### src/rtl/conv_accum_pkg.sv
package conv_accum_pkg;

    typedef enum logic [1:0] {
        MODE_SINGLE_NARROW = 2'd0,
        MODE_SINGLE_FULL   = 2'd1,
        MODE_SERIES        = 2'd2,
        MODE_BURST         = 2'd3
    } conv_mode_e;

    typedef enum logic [1:0] {
        SCL_NONE = 2'd0,
        SCL_LEFT = 2'd1,
        SCL_AVG  = 2'd2,
        SCL_RSVD = 2'd3
    } conv_scale_e;

    typedef struct packed {
        conv_mode_e  mode;
        conv_scale_e scale;
    } conv_cfg_t;

    function automatic logic mode_accumulates(conv_mode_e m);
        return (m == MODE_SERIES) || (m == MODE_BURST);
    endfunction

endpackage

### src/rtl/conv_sample_fmt.sv
module conv_sample_fmt
    import conv_accum_pkg::*;
#(
    parameter int CONV_W   = 10,
    parameter int OUT_W    = 16,
    parameter int NARROW_W = 8
) (
    input  logic [CONV_W-1:0] conv,
    input  conv_cfg_t         cfg,
    output logic [OUT_W-1:0]  word
);

    always_comb begin
        word = '0;
        if (cfg.mode == MODE_SINGLE_NARROW) begin
            word[NARROW_W-1:0] = conv[CONV_W-1 -: NARROW_W];
        end else if (cfg.scale == SCL_LEFT) begin
            word[OUT_W-1 -: CONV_W] = conv;
        end else begin
            word[CONV_W-1:0] = conv;
        end
    end

endmodule

### src/rtl/conv_accum_seq.sv
module conv_accum_seq #(
    parameter int CONV_W = 10,
    parameter int SEL_W  = 3,
    parameter int ACC_W  = 17
) (
    input  logic              clk,
    input  logic              rst,
    input  logic              in_valid,
    input  logic [CONV_W-1:0] in_data,
    input  logic              accum_en,
    input  logic [SEL_W-1:0]  count_sel,
    output logic [ACC_W-1:0]  sum_now,
    output logic              run_last
);

    localparam int CNT_W = (1 << SEL_W) - 1;

    logic [ACC_W-1:0] acc_q;
    logic [CNT_W-1:0] cnt_q;
    logic [CNT_W-1:0] limit;

    assign limit    = CNT_W'((CNT_W+1)'(1) << count_sel) - CNT_W'(1);
    assign run_last = (cnt_q == limit);
    assign sum_now  = ((cnt_q == '0) ? '0 : acc_q) + ACC_W'(in_data);

    always_ff @(posedge clk) begin
        if (rst) begin
            acc_q <= '0;
            cnt_q <= '0;
        end else if (in_valid) begin
            if (!accum_en || run_last) begin
                cnt_q <= '0;
            end else begin
                cnt_q <= cnt_q + CNT_W'(1);
            end
            acc_q <= sum_now;
        end
    end

endmodule

### src/rtl/conv_result_fmt.sv
module conv_result_fmt
    import conv_accum_pkg::*;
#(
    parameter int CONV_W = 10,
    parameter int OUT_W  = 16,
    parameter int SEL_W  = 3,
    parameter int ACC_W  = 17
) (
    input  logic [ACC_W-1:0] sum,
    input  logic [SEL_W-1:0] count_sel,
    input  conv_scale_e      scale,
    output logic [OUT_W-1:0] word
);

    localparam int NSEL = 1 << SEL_W;

    logic [OUT_W-1:0] cand_raw  [NSEL];
    logic [OUT_W-1:0] cand_left [NSEL];
    logic [OUT_W-1:0] cand_avg  [NSEL];

    for (genvar k = 0; k < NSEL; k++) begin : g_k
        localparam int SUM_W = CONV_W + k;
        assign cand_avg[k] = OUT_W'(sum[CONV_W-1+k:k]);
        if (SUM_W <= OUT_W) begin : g_fit
            localparam int SHL = OUT_W - SUM_W;
            assign cand_raw[k]  = OUT_W'(sum);
            assign cand_left[k] = OUT_W'(sum << SHL);
        end else begin : g_over
            localparam int SHR = SUM_W - OUT_W;
            assign cand_raw[k]  = OUT_W'(sum >> SHR);
            assign cand_left[k] = OUT_W'(sum >> SHR);
        end
    end

    always_comb begin
        case (scale)
            SCL_LEFT: word = cand_left[count_sel];
            SCL_AVG:  word = cand_avg[count_sel];
            default:  word = cand_raw[count_sel];
        endcase
    end

endmodule

### src/rtl/conv_accum_fmt.sv
module conv_accum_fmt
    import conv_accum_pkg::*;
#(
    parameter int CONV_W   = 10,
    parameter int OUT_W    = 16,
    parameter int SEL_W    = 3,
    parameter int NARROW_W = 8
) (
    input  logic              clk,
    input  logic              rst,
    input  logic              conv_valid,
    input  logic [CONV_W-1:0] conv_data,
    input  logic [1:0]        mode,
    input  logic [SEL_W-1:0]  count_sel,
    input  logic [1:0]        scale_sel,
    output logic [OUT_W-1:0]  sample_reg,
    output logic [OUT_W-1:0]  result_reg,
    output logic              result_done
);

    localparam int MAXK  = (1 << SEL_W) - 1;
    localparam int ACC_W = (CONV_W + MAXK > OUT_W) ? CONV_W + MAXK : OUT_W;

    conv_cfg_t        cfg;
    logic             accum_en;
    logic [ACC_W-1:0] sum_now;
    logic             run_last;
    logic [OUT_W-1:0] sample_word;
    logic [OUT_W-1:0] result_word;

    assign cfg.mode  = conv_mode_e'(mode);
    assign cfg.scale = conv_scale_e'(scale_sel);
    assign accum_en  = mode_accumulates(cfg.mode);

    conv_sample_fmt #(
        .CONV_W(CONV_W), .OUT_W(OUT_W), .NARROW_W(NARROW_W)
    ) u_sfmt (
        .conv(conv_data), .cfg(cfg), .word(sample_word)
    );

    conv_accum_seq #(
        .CONV_W(CONV_W), .SEL_W(SEL_W), .ACC_W(ACC_W)
    ) u_seq (
        .clk(clk), .rst(rst), .in_valid(conv_valid), .in_data(conv_data),
        .accum_en(accum_en), .count_sel(count_sel),
        .sum_now(sum_now), .run_last(run_last)
    );

    conv_result_fmt #(
        .CONV_W(CONV_W), .OUT_W(OUT_W), .SEL_W(SEL_W), .ACC_W(ACC_W)
    ) u_rfmt (
        .sum(sum_now), .count_sel(count_sel), .scale(cfg.scale),
        .word(result_word)
    );

    always_ff @(posedge clk) begin
        if (rst) begin
            sample_reg  <= '0;
            result_reg  <= '0;
            result_done <= 1'b0;
        end else begin
            result_done <= 1'b0;
            if (conv_valid) begin
                sample_reg <= sample_word;
                if (!accum_en) begin
                    result_reg  <= sample_word;
                    result_done <= 1'b1;
                end else if (run_last) begin
                    result_reg  <= result_word;
                    result_done <= 1'b1;
                end
            end
        end
    end

endmodule

### config.mk
export PLATFORM = sky130hd
export DESIGN_NAME = conv_accum_fmt
export DESIGN_NICKNAME = d
export VERILOG_FILES = /design/src/rtl/conv_accum_pkg.sv /design/src/rtl/conv_sample_fmt.sv /design/src/rtl/conv_accum_seq.sv /design/src/rtl/conv_result_fmt.sv /design/src/rtl/conv_accum_fmt.sv
export SDC_FILE = /design/constraint.sdc
export NUM_CORES = 1
export LEC_CHECK = 0
export ABC_AREA = 1
export ABC_CLOCK_PERIOD_IN_PS = 8600
export CAP_MARGIN = 5
export CORE_MARGIN = 1
export CORE_UTILIZATION = 64
export CTS_BUF_LIST = sky130_fd_sc_hd__clkbuf_4
export DETAILED_ROUTE_END_ITERATION = 16
export HOLD_SLACK_MARGIN = 0.12
export PLACE_DENSITY = 0.89
export SLEW_MARGIN = 10
export SYNTH_ARGS = -nofsm -noshare
export SYNTH_HDL_FRONTEND = slang
export SYNTH_HIERARCHICAL = 1
export SYNTH_SLANG_ARGS = --single-unit
### constraint.sdc
create_clock -name clk -period 8.6 [get_ports clk]
set_input_delay 1.72 -clock clk [delete_from_list [all_inputs] [get_ports clk]]
set_output_delay 1.72 -clock clk [all_outputs]
set_load 0.01 [all_outputs]
Word-level counts from Yosys, hierarchy flattened. Index checks and enable logic that the tools add are counted. Widths: inputs -> output; s select.

Register bits after elaboration: 57. Input bits: 20. Output and inout bits: 33.

$add $sub $neg: 3. $lt $le $gt $ge: 1. Eq/ne operators: 6. Shifts and indexed selects: 1. Mux-type cells: 21. Bitwise gates (word level): 2. Reduce and logical (&&, ||, !) cells: 7.

Operator list (number): $bmux 16 s3 (3); $mux 16 (8); $pmux 16 s2 (1); $add 17x10->17 (1); $mux 17 (1); $mux 8 (2); $mux 6 (2); $add 7x1->7 const B (1); $eq 7x7->1 (1); $logic_not 7->1 (1); $mux 7 (1); $shl 1x3->7 const A (1); $sub 7x2->7 const B (1); $eq 2x2->1 const B (3); $ge 4x4->1 const B (1); $mux 4 (1); $not 3->4 (1); $eq 2x1->1 const B (1); $logic_not 2->1 (1); $logic_or 1x1->1 (2); $mux 1 (2); $ne 2x2->1 const B (1); $reduce_and 2->1 (1); $reduce_or 2->1 (1); other kinds (2) (2).

Depth between registers and ports, before layout. Gate-level depths: netlist of the first run.

Word-level depth: 9. Depth in mapped cells: 32.

By module. The synthesis of the first run kept the hierarchy.

By module, submodules not included: conv_accum_seq (instances 1, cells each 323, area an instance 1999.4 µm²); conv_accum_fmt (instances 1, cells each 211, area an instance 1420.1 µm²); conv_result_fmt (instances 1, cells each 224, area an instance 1173.6 µm²); conv_sample_fmt (instances 1, cells each 51, area an instance 284.0 µm²).

Worst setup path before layout of the first run. No wires, ideal clock.

Path type: input to register. Start: input port conv_data[0]. End: register result_reg[11]. Data arrival time: 3.770 ns. Data required time: 8.536 ns. Slack: 4.766 ns. Stages: 15. Buffers on the path: 0. Path through: ha_1 fa_1 a21oi_1 o21ai_0 xor2_1 nand2_1 nand3_1 nand3_1 nand2_1 nand2_1 o21ai_1 nand2_1 o21ai_0 nor2_1 nor2_1.

Longest elaborated chain between the ends: 7. Elaborated cells between the ends (all ways): 10. Classes of those cells: add/sub (1); mux (9).

Ends and longest elaborated chain: from (decl) (line conv_accum_fmt.sv:12) `input logic [CONV_W-1:0] conv_data,`; $add 17x10->17 (line conv_accum_seq.sv:24) `assign sum_now = ((cnt_q == '0) ? '0 : acc_q) + ACC_W'(in_data);`; via sum_now[8] (line conv_accum_fmt.sv:26) `logic [ACC_W-1:0] sum_now;`; $bmux 16 s3 (line conv_result_fmt.sv:37) `SCL_LEFT: word = cand_left[count_sel];`; $mux 16 (not written as such) (2 in series) (line conv_result_fmt.sv:37); $pmux 16 s2 (line conv_result_fmt.sv:36) `case (scale)`; via result_word[11] (line conv_accum_fmt.sv:29) `logic [OUT_W-1:0] result_word;`; $mux 16 (line conv_accum_fmt.sv:68) `end else if (run_last) begin`; $mux 16 (line conv_accum_fmt.sv:65) `if (!accum_en) begin`; to (signal assigned) (line conv_accum_fmt.sv:66) `result_reg <= sample_word;`; to (signal assigned) (line conv_accum_fmt.sv:69) `result_reg <= result_word;`; to (decl) (line conv_accum_fmt.sv:17) `output logic [OUT_W-1:0] result_reg,`.

The timed path passes the listed nets, and every way through them passes these cells. The select of a mux whose other input is x is not followed. A chain may end at the register's enable or synchronous reset.

Worst setup path in the final report of the first run. Same ends and word-level chain as after synthesis.

==> impl_metrics.toml, run 1 <==
[cts]
cts.sink_count = 57
cts_hold_buf = 0
insertion_delay_ps = 410
cts_tree = "yes"
post_cts_resized = 0
clk_pin_slew_worst_paths_ps = 110
cts_max_level = 3
clockBufferDepth = 2
postCtsSetupRepairBufs = 0
cts_root_buf = "clkbuf_4"
cts_buffers = 9

[critical_path]
worstSetupPathType = "input pin to flip-flop"
required_ps = 8960
crit_arrival_ps = 5030
path_max_fanout = 4
cp-start-kind = "input pin"
cp-end-kind = "flip-flop"
reg2reg_slack_ps = 4230
worstReg2RegStart = "u_seq/cnt_q[0]$_SDFFE_PP0P_"
startpoint = "conv_data[0]"

[worst_hold_path]
hold_class = "flip-flop to flip-flop"
hold_start = "result_reg[9]$_SDFFE_PP0P_"

[floorplan]
die-area_um2 = 7974
start_util = 0.6688
die_w_um = 89.30
coreArea_um2 = 7292
fp-row-count = 31
die_h_um = 89.30
pin_count = 53

[logic_synthesis]
ys_ff_latch = 57
synthCells = 809
synth_cell_types = 42
synth_flop_cell = "dfxtp_1"
yosys_warnings = 6
synthArstFlopShare = 0
synth-edff-count = 0
netlist_area_um2 = 4877
syn_nets = 844
syn_avg_cell_area_um2 = 6.029
seq_area_frac_synth = 0.2340

[finish]
finalNetCount = 875
syn_to_final_growth_pct = 10.60
multi_input_area_um2 = 3042
antenna_cells = 0
seq_area_um2 = 1141
fill_cells = 653
final_common_cell = "nand2_1"
final_cell_mix = "225 x nand2_1, 108 x inv_1, 90 x nor2_1, 90 x nand3_1, 57 x dfxtp_1"
largest_register_ffs = 17
drive_gt1_frac = 0.09112

[placement]
dp_hpwl_mm = 10.45
place.gp.congestion = 1.011
place_worst_setup_slack_ps = 3554
io_buffers = 52

[power_and_ir_drop]
p_total_w = 0.0006888
power_density_nw_per_um2 = 127.7
max-vdd-ir-drop_v = 0.00008550
p_leak_nw = 2.788

[sta]
drv_slew = 0
finalSetupViolCount = 0
finalHoldViolCount = 0
fin_tns_setup_ps = 0
worst_slew_pin_slew_ps = 993.1
layout_min_cycle_time_ps = 4674
setup_ws_ps = 3926
finalClockSkew_ps = 15.45
fmax_ghz = 0.2140
rsz0062_at_grt = "no"
maxSlewHeadroom = 0.3359
post-route-period-util = 0.5435

[global_routing]
grt_max_degree = 64
overflow = 0
grt_pass1_vias = 4698
antenna_found_initial = 0
grt_pass1_wl_mm = 21.51
groute.usage.overall = 0.3592

[job]
drv_cap = 0

[detailed_routing]
via_per_inst = 5.766
wl_per_cell_um = 14.92
drc = 0
wl_mm = 14.09
drtIter0Drc = 496
postRouteAntennaNets = 0
dr.pass1.iters = 6
dr_total_vias = 5443

[status]
status = "finished clean"
[layout make-up]
type,instances,area share
multi-input combinational,602,0.5639
sequential,57,0.2116
timing repair buffer,55,0.09974
inverter,115,0.08142
tap,99,0.02296
clock buffer,10,0.01392
clock inverter,6,0.006495
[cell families (layout without fill, tap and decap cells)]
family                   Yosys count  count (layout)  share of synthesized area
buffers and inverters            150             186                     0.1424
XOR/XNOR                          13              13                    0.02335
adder cells (fa/ha/maj)           15              15                    0.04002
AND/OR/NAND/NOR                  463             463                     0.4359
AO/OA/AOI/OAI                    111             111                     0.1244
flip-flops                        57              57                     0.2340
[worst max-delay path: stages]
cell and delay [ps]:
clkdlybuf4s50_1 490, ha_1 320, fa_1 440, a21oi_1 290, o21ai_0 140, xor2_1 470, nand2_1 200, nand3_1 160
nand3_1 110, nand2_1 110, nand2_1 70, o21ai_1 140, nand2_1 80, o21ai_0 120, nor2_1 60, nor2_1 110
[worst paths after layout]
check | endpoint | depth (start not counted)
worst max-delay path | result_reg[11]$_SDFFE_PP0P_ | 16
worst min-delay path | result_reg[9]$_SDFFE_PP0P_ | 4
worst max register to register | result_reg[11]$_SDFFE_PP0P_ | 22
worst min register to register | result_reg[9]$_SDFFE_PP0P_ | 4
[cell usage after synthesis (2+ instances only)]
master / number / area share
nand2_1: 225 / 0.17
inv_1: 108 / 0.083
nand3_1: 90 / 0.092
nor2_1: 90 / 0.069
dfxtp_1: 57 / 0.23
o21ai_0: 56 / 0.057
a21oi_1: 34 / 0.035
nand3_2: 17 / 0.035
ha_1: 14 / 0.036
o211ai_1: 10 / 0.015
xor2_1: 10 / 0.018
nand2_2: 9 / 0.012
buf_2: 8 / 0.0082
buf_4: 8 / 0.012
nand2_4: 8 / 0.018
buf_6: 6 / 0.014
clkbuf_1: 6 / 0.0046
inv_2: 5 / 0.0038
nand4_1: 5 / 0.0064
nor3_1: 5 / 0.0051
o21ai_2: 5 / 0.0090
nor2_2: 4 / 0.0051
o21ai_1: 3 / 0.0031
xnor2_1: 3 / 0.0054
clkbuf_2: 2 / 0.0021
nand3b_1: 2 / 0.0031
nor2_4: 2 / 0.0046
o21bai_1: 2 / 0.0031
or2_2: 2 / 0.0026
[power breakdown]
| group | switching (W) | internal [W] | total (W) |
|---|---|---|---|
| Sequential | 0.0000104 | 0.000281 | 0.000291 |
| Combinational | 0.000145 | 0.0000806 | 0.000225 |
| Clock | 0.000112 | 0.0000605 | 0.000172 |
| Total | 0.000267 | 0.000422 | 0.000689 |
[per-stage QoR]
step                      instances    util  hold WS (ps)  area [um^2]
after floorplan                 809       -         463.1         4877
after global placement          928  0.7246         484.4         5284
after detailed placement        928  0.7246         491.3         5284
after CTS                       944  0.7397         520.1         5394
after global routing            944  0.7397         550.2         5394
final                           944  0.7397         519.6         5394
[metal layers]
layer  share of wire  GRT usage
met3            0.10    0.05910
met2            0.46     0.5711
met1            0.41     0.4810
met4           0.028     0.1573
met5               0          0
No activity file was read; power rests on OpenSTA's default activity.
==> run 2, diff against run 1 <==
Settings changed: ABC_CLOCK_PERIOD_IN_PS 8600 to 4100, CORE_UTILIZATION 64 to 54, PLACE_DENSITY 0.89 to 0.8.
Clock period 8.6 ns to 4.1 ns, I/O delays scaled along.
==> run 2 against run 1 <==
Critical path depth up 9; utilization down 11 points; register-to-register slack worse by 3900 ps; highest routed layer is now met5; worst setup slack worse by 3600 ps; sequential cell count is the same; clock skew is 4.0 ps higher; final cell count grew 1.9%; sequential power is 110% higher; largest power group unchanged; sequential share of layout area down 0.44 points; critical endpoint is now result_reg[15]$_SDFFE_PP0P_; die area up 18%; first-iteration DRC count shrank 9.3%.
==> impl_metrics.toml, run 2 (synthesis gave the netlist of run 1 again) <==
[status]
status = "finished clean"

[cts]
cts_max_level = 3
cts_buffers = 9
clk_pin_slew_worst_paths_ps = 120
cts_tree = "yes"
cts_hold_buf = 0
cts_root_buf = "clkbuf_4"
clockBufferDepth = 2
insertion_delay_ps = 410
cts.sink_count = 57

[finish]
finalNetCount = 885
final_cell_mix = "225 x nand2_1, 108 x inv_1, 90 x nor2_1, 90 x nand3_1, 57 x dfxtp_1"
design_area_um2 = 5509
fin_util = 0.6317
syn_to_final_growth_pct = 12.96
antenna_cells = 0
drive_gt1_frac = 0.1007
largest_register_ffs = 17
final_common_cell = "nand2_1"
fill_cells = 816

[global_routing]
antenna_found_initial = 1
groute.usage.overall = 0.2987
grt_pass1_wl_mm = 22.76
grt_pass1_vias = 4869
grt_max_degree = 34
overflow = 0

[power_and_ir_drop]
p_sw_w = 0.0005644
max-vdd-ir-drop_v = 0.0001694
p_clk_frac = 0.276
power_density_nw_per_um2 = 274.8
p_int_w = 0.0009494
p_leak_nw = 2.847
p_sw_frac = 0.3728
p_seq_frac = 0.403
combPwrFrac = 0.321

[floorplan]
die-area_um2 = 9416
coreArea_um2 = 8721
start_util = 0.5593
die_w_um = 97.04
pin_count = 53
fp-row-count = 34
die_h_um = 97.04

[sta]
worst_slew_pin_slew_ps = 851.6
maxSlewHeadroom = 0.4316
finalSetupViolCount = 0
finalClockSkew_ps = 19.49
finalHoldViolCount = 0
drv_slew = 0
layout_min_cycle_time_ps = 3739
rsz0062_at_grt = "no"
fmax_ghz = 0.2675
post-route-period-util = 0.9119
fin_tns_setup_ps = 0

[detailed_routing]
drtIter0Drc = 450
wl_per_cell_um = 14.54
wl_mm = 13.98
drc = 0
via_per_inst = 5.549
dr.pass1.iters = 6
dr_total_vias = 5338
postRouteAntennaNets = 0

[placement]
io_buffers = 52
dp_hpwl_mm = 10.24
place.gp.congestion = 0.9177
place_area_um2 = 5348

[critical_path]
crit_top_cell = "nand2_1"
rr_worst_depth = 25
path_max_fanout = 13
reg2reg_slack_ps = 360
worstSetupPathType = "flip-flop to flip-flop"
cp_slowest_cell = "ha_1"
cp-end-kind = "flip-flop"
crit_buf_inv = 5
required_ps = 4450
crit_arrival_ps = 4090
crit_cells = 25
cp-start-kind = "flip-flop"
path_delay_family = "simple AND/OR/NAND/NOR gates"
max_stage_delay_ps = 360

[worst_hold_path]
min_path_cells = 4
hold_class = "flip-flop to flip-flop"

[job]
drv_cap = 0
run 2: cell types whose count changed in the layout (fill, tap and decap cells not counted), sizes merged:
| cell | before | now |
|---|---|---|
| bufinv | 0 | 1 |
| clkinvlp | 2 | 1 |
| clkbuf | 10 | 9 |
| buf | 4 | 14 |
run 2: metal layers:
layer	part of all wire	global-route usage	routed length, um	vias up
li1	-	-	-	2649
met1	0.45	0.3976	6255	2416
met2	0.44	0.4740	6182	233
met3	0.087	0.06936	1221	38
met4	0.022	0.1010	311	2
met5	0.00093	0	13	-
run 2: layout make-up:
type	count	area, um^2	share of cell area
Clock buffer	9	67.56	0.01226
Multi-Input combinational cell	602	3053	0.5542
Tap cell	108	135.1	0.02453
Timing Repair Buffer	65	613.1	0.1113
Inverter	115	439.2	0.07972
Clock inverter	6	60.06	0.01090
Sequential cell	57	1141	0.2071
run 2: path summary, 6_finish.rpt:
| check | start | endpoint |
|---|---|---|
| setup / recovery | u_seq/cnt_q[0]$_SDFFE_PP0P_ | result_reg[15]$_SDFFE_PP0P_ |
| hold / removal | result_reg[0]$_SDFFE_PP0P_ | result_reg[0]$_SDFFE_PP0P_ |
| setup reg to reg | u_seq/cnt_q[0]$_SDFFE_PP0P_ | result_reg[15]$_SDFFE_PP0P_ |
| hold reg to reg | result_reg[0]$_SDFFE_PP0P_ | result_reg[0]$_SDFFE_PP0P_ |
run 2: repair_timing:
item / 4_1_cts / 5_1_grt
buffers inserted: 0 / 3
gates resized for setup: 0 / 2
setup endpoints to repair: 0 / 14
run 2: power by group through the flow:
stage | combinational (W) | clock, W | sequential (W)
after CTS | 0.000470 | 0.000420 | 0.000609
final | 0.000486 | 0.000418 | 0.000609
after global placement | 0.000463 | 0 | 0.000620
after floorplan | 0.000316 | 0 | 0.000629
after global routing | 0.000536 | 0.000443 | 0.000613
after detailed placement | 0.000468 | 0 | 0.000622
run 2: stage by stage:
stage	cells	setup WS, ps	hold WS (ps)	total power, W
5_1_grt	962	37.38	555.3	0.001593
2_1_floorplan	809	739.9	463.1	0.0009448
3_5_place_dp	944	291.0	484.1	0.001090
3_3_place_gp	944	326.4	480.1	0.001083
4_1_cts	959	280.9	518.5	0.001500
6_report	962	361.1	521.5	0.001514
run 2: worst reg2reg max path: stages, from the launching register on:
cell and delay [ps]:
dfxtp_1 330, inv_1 170, ha_1 190, inv_1 40, nor2_1 160, nand3_4 210
buf_4 210, nand2_1 50, inv_1 40, ha_1 360, nand2_1 130, nor2_1 160
nand3_1 110, nand3_1 140, xor2_1 310, buf_4 200, nand2_4 60, nand3_1 100
nand3_1 80, nand2_1 100, nand2_1 80, nand2_1 100, nand2_1 70, o21ai_0 120
nor2_1 70, nor2_1 130
==> run 3, diff against run 2 <==
Settings changed: CAP_MARGIN 5 to 40.
==> results of run 3 <==
Same layout as run 2: the final DEF is identical, and so are final timing and power.
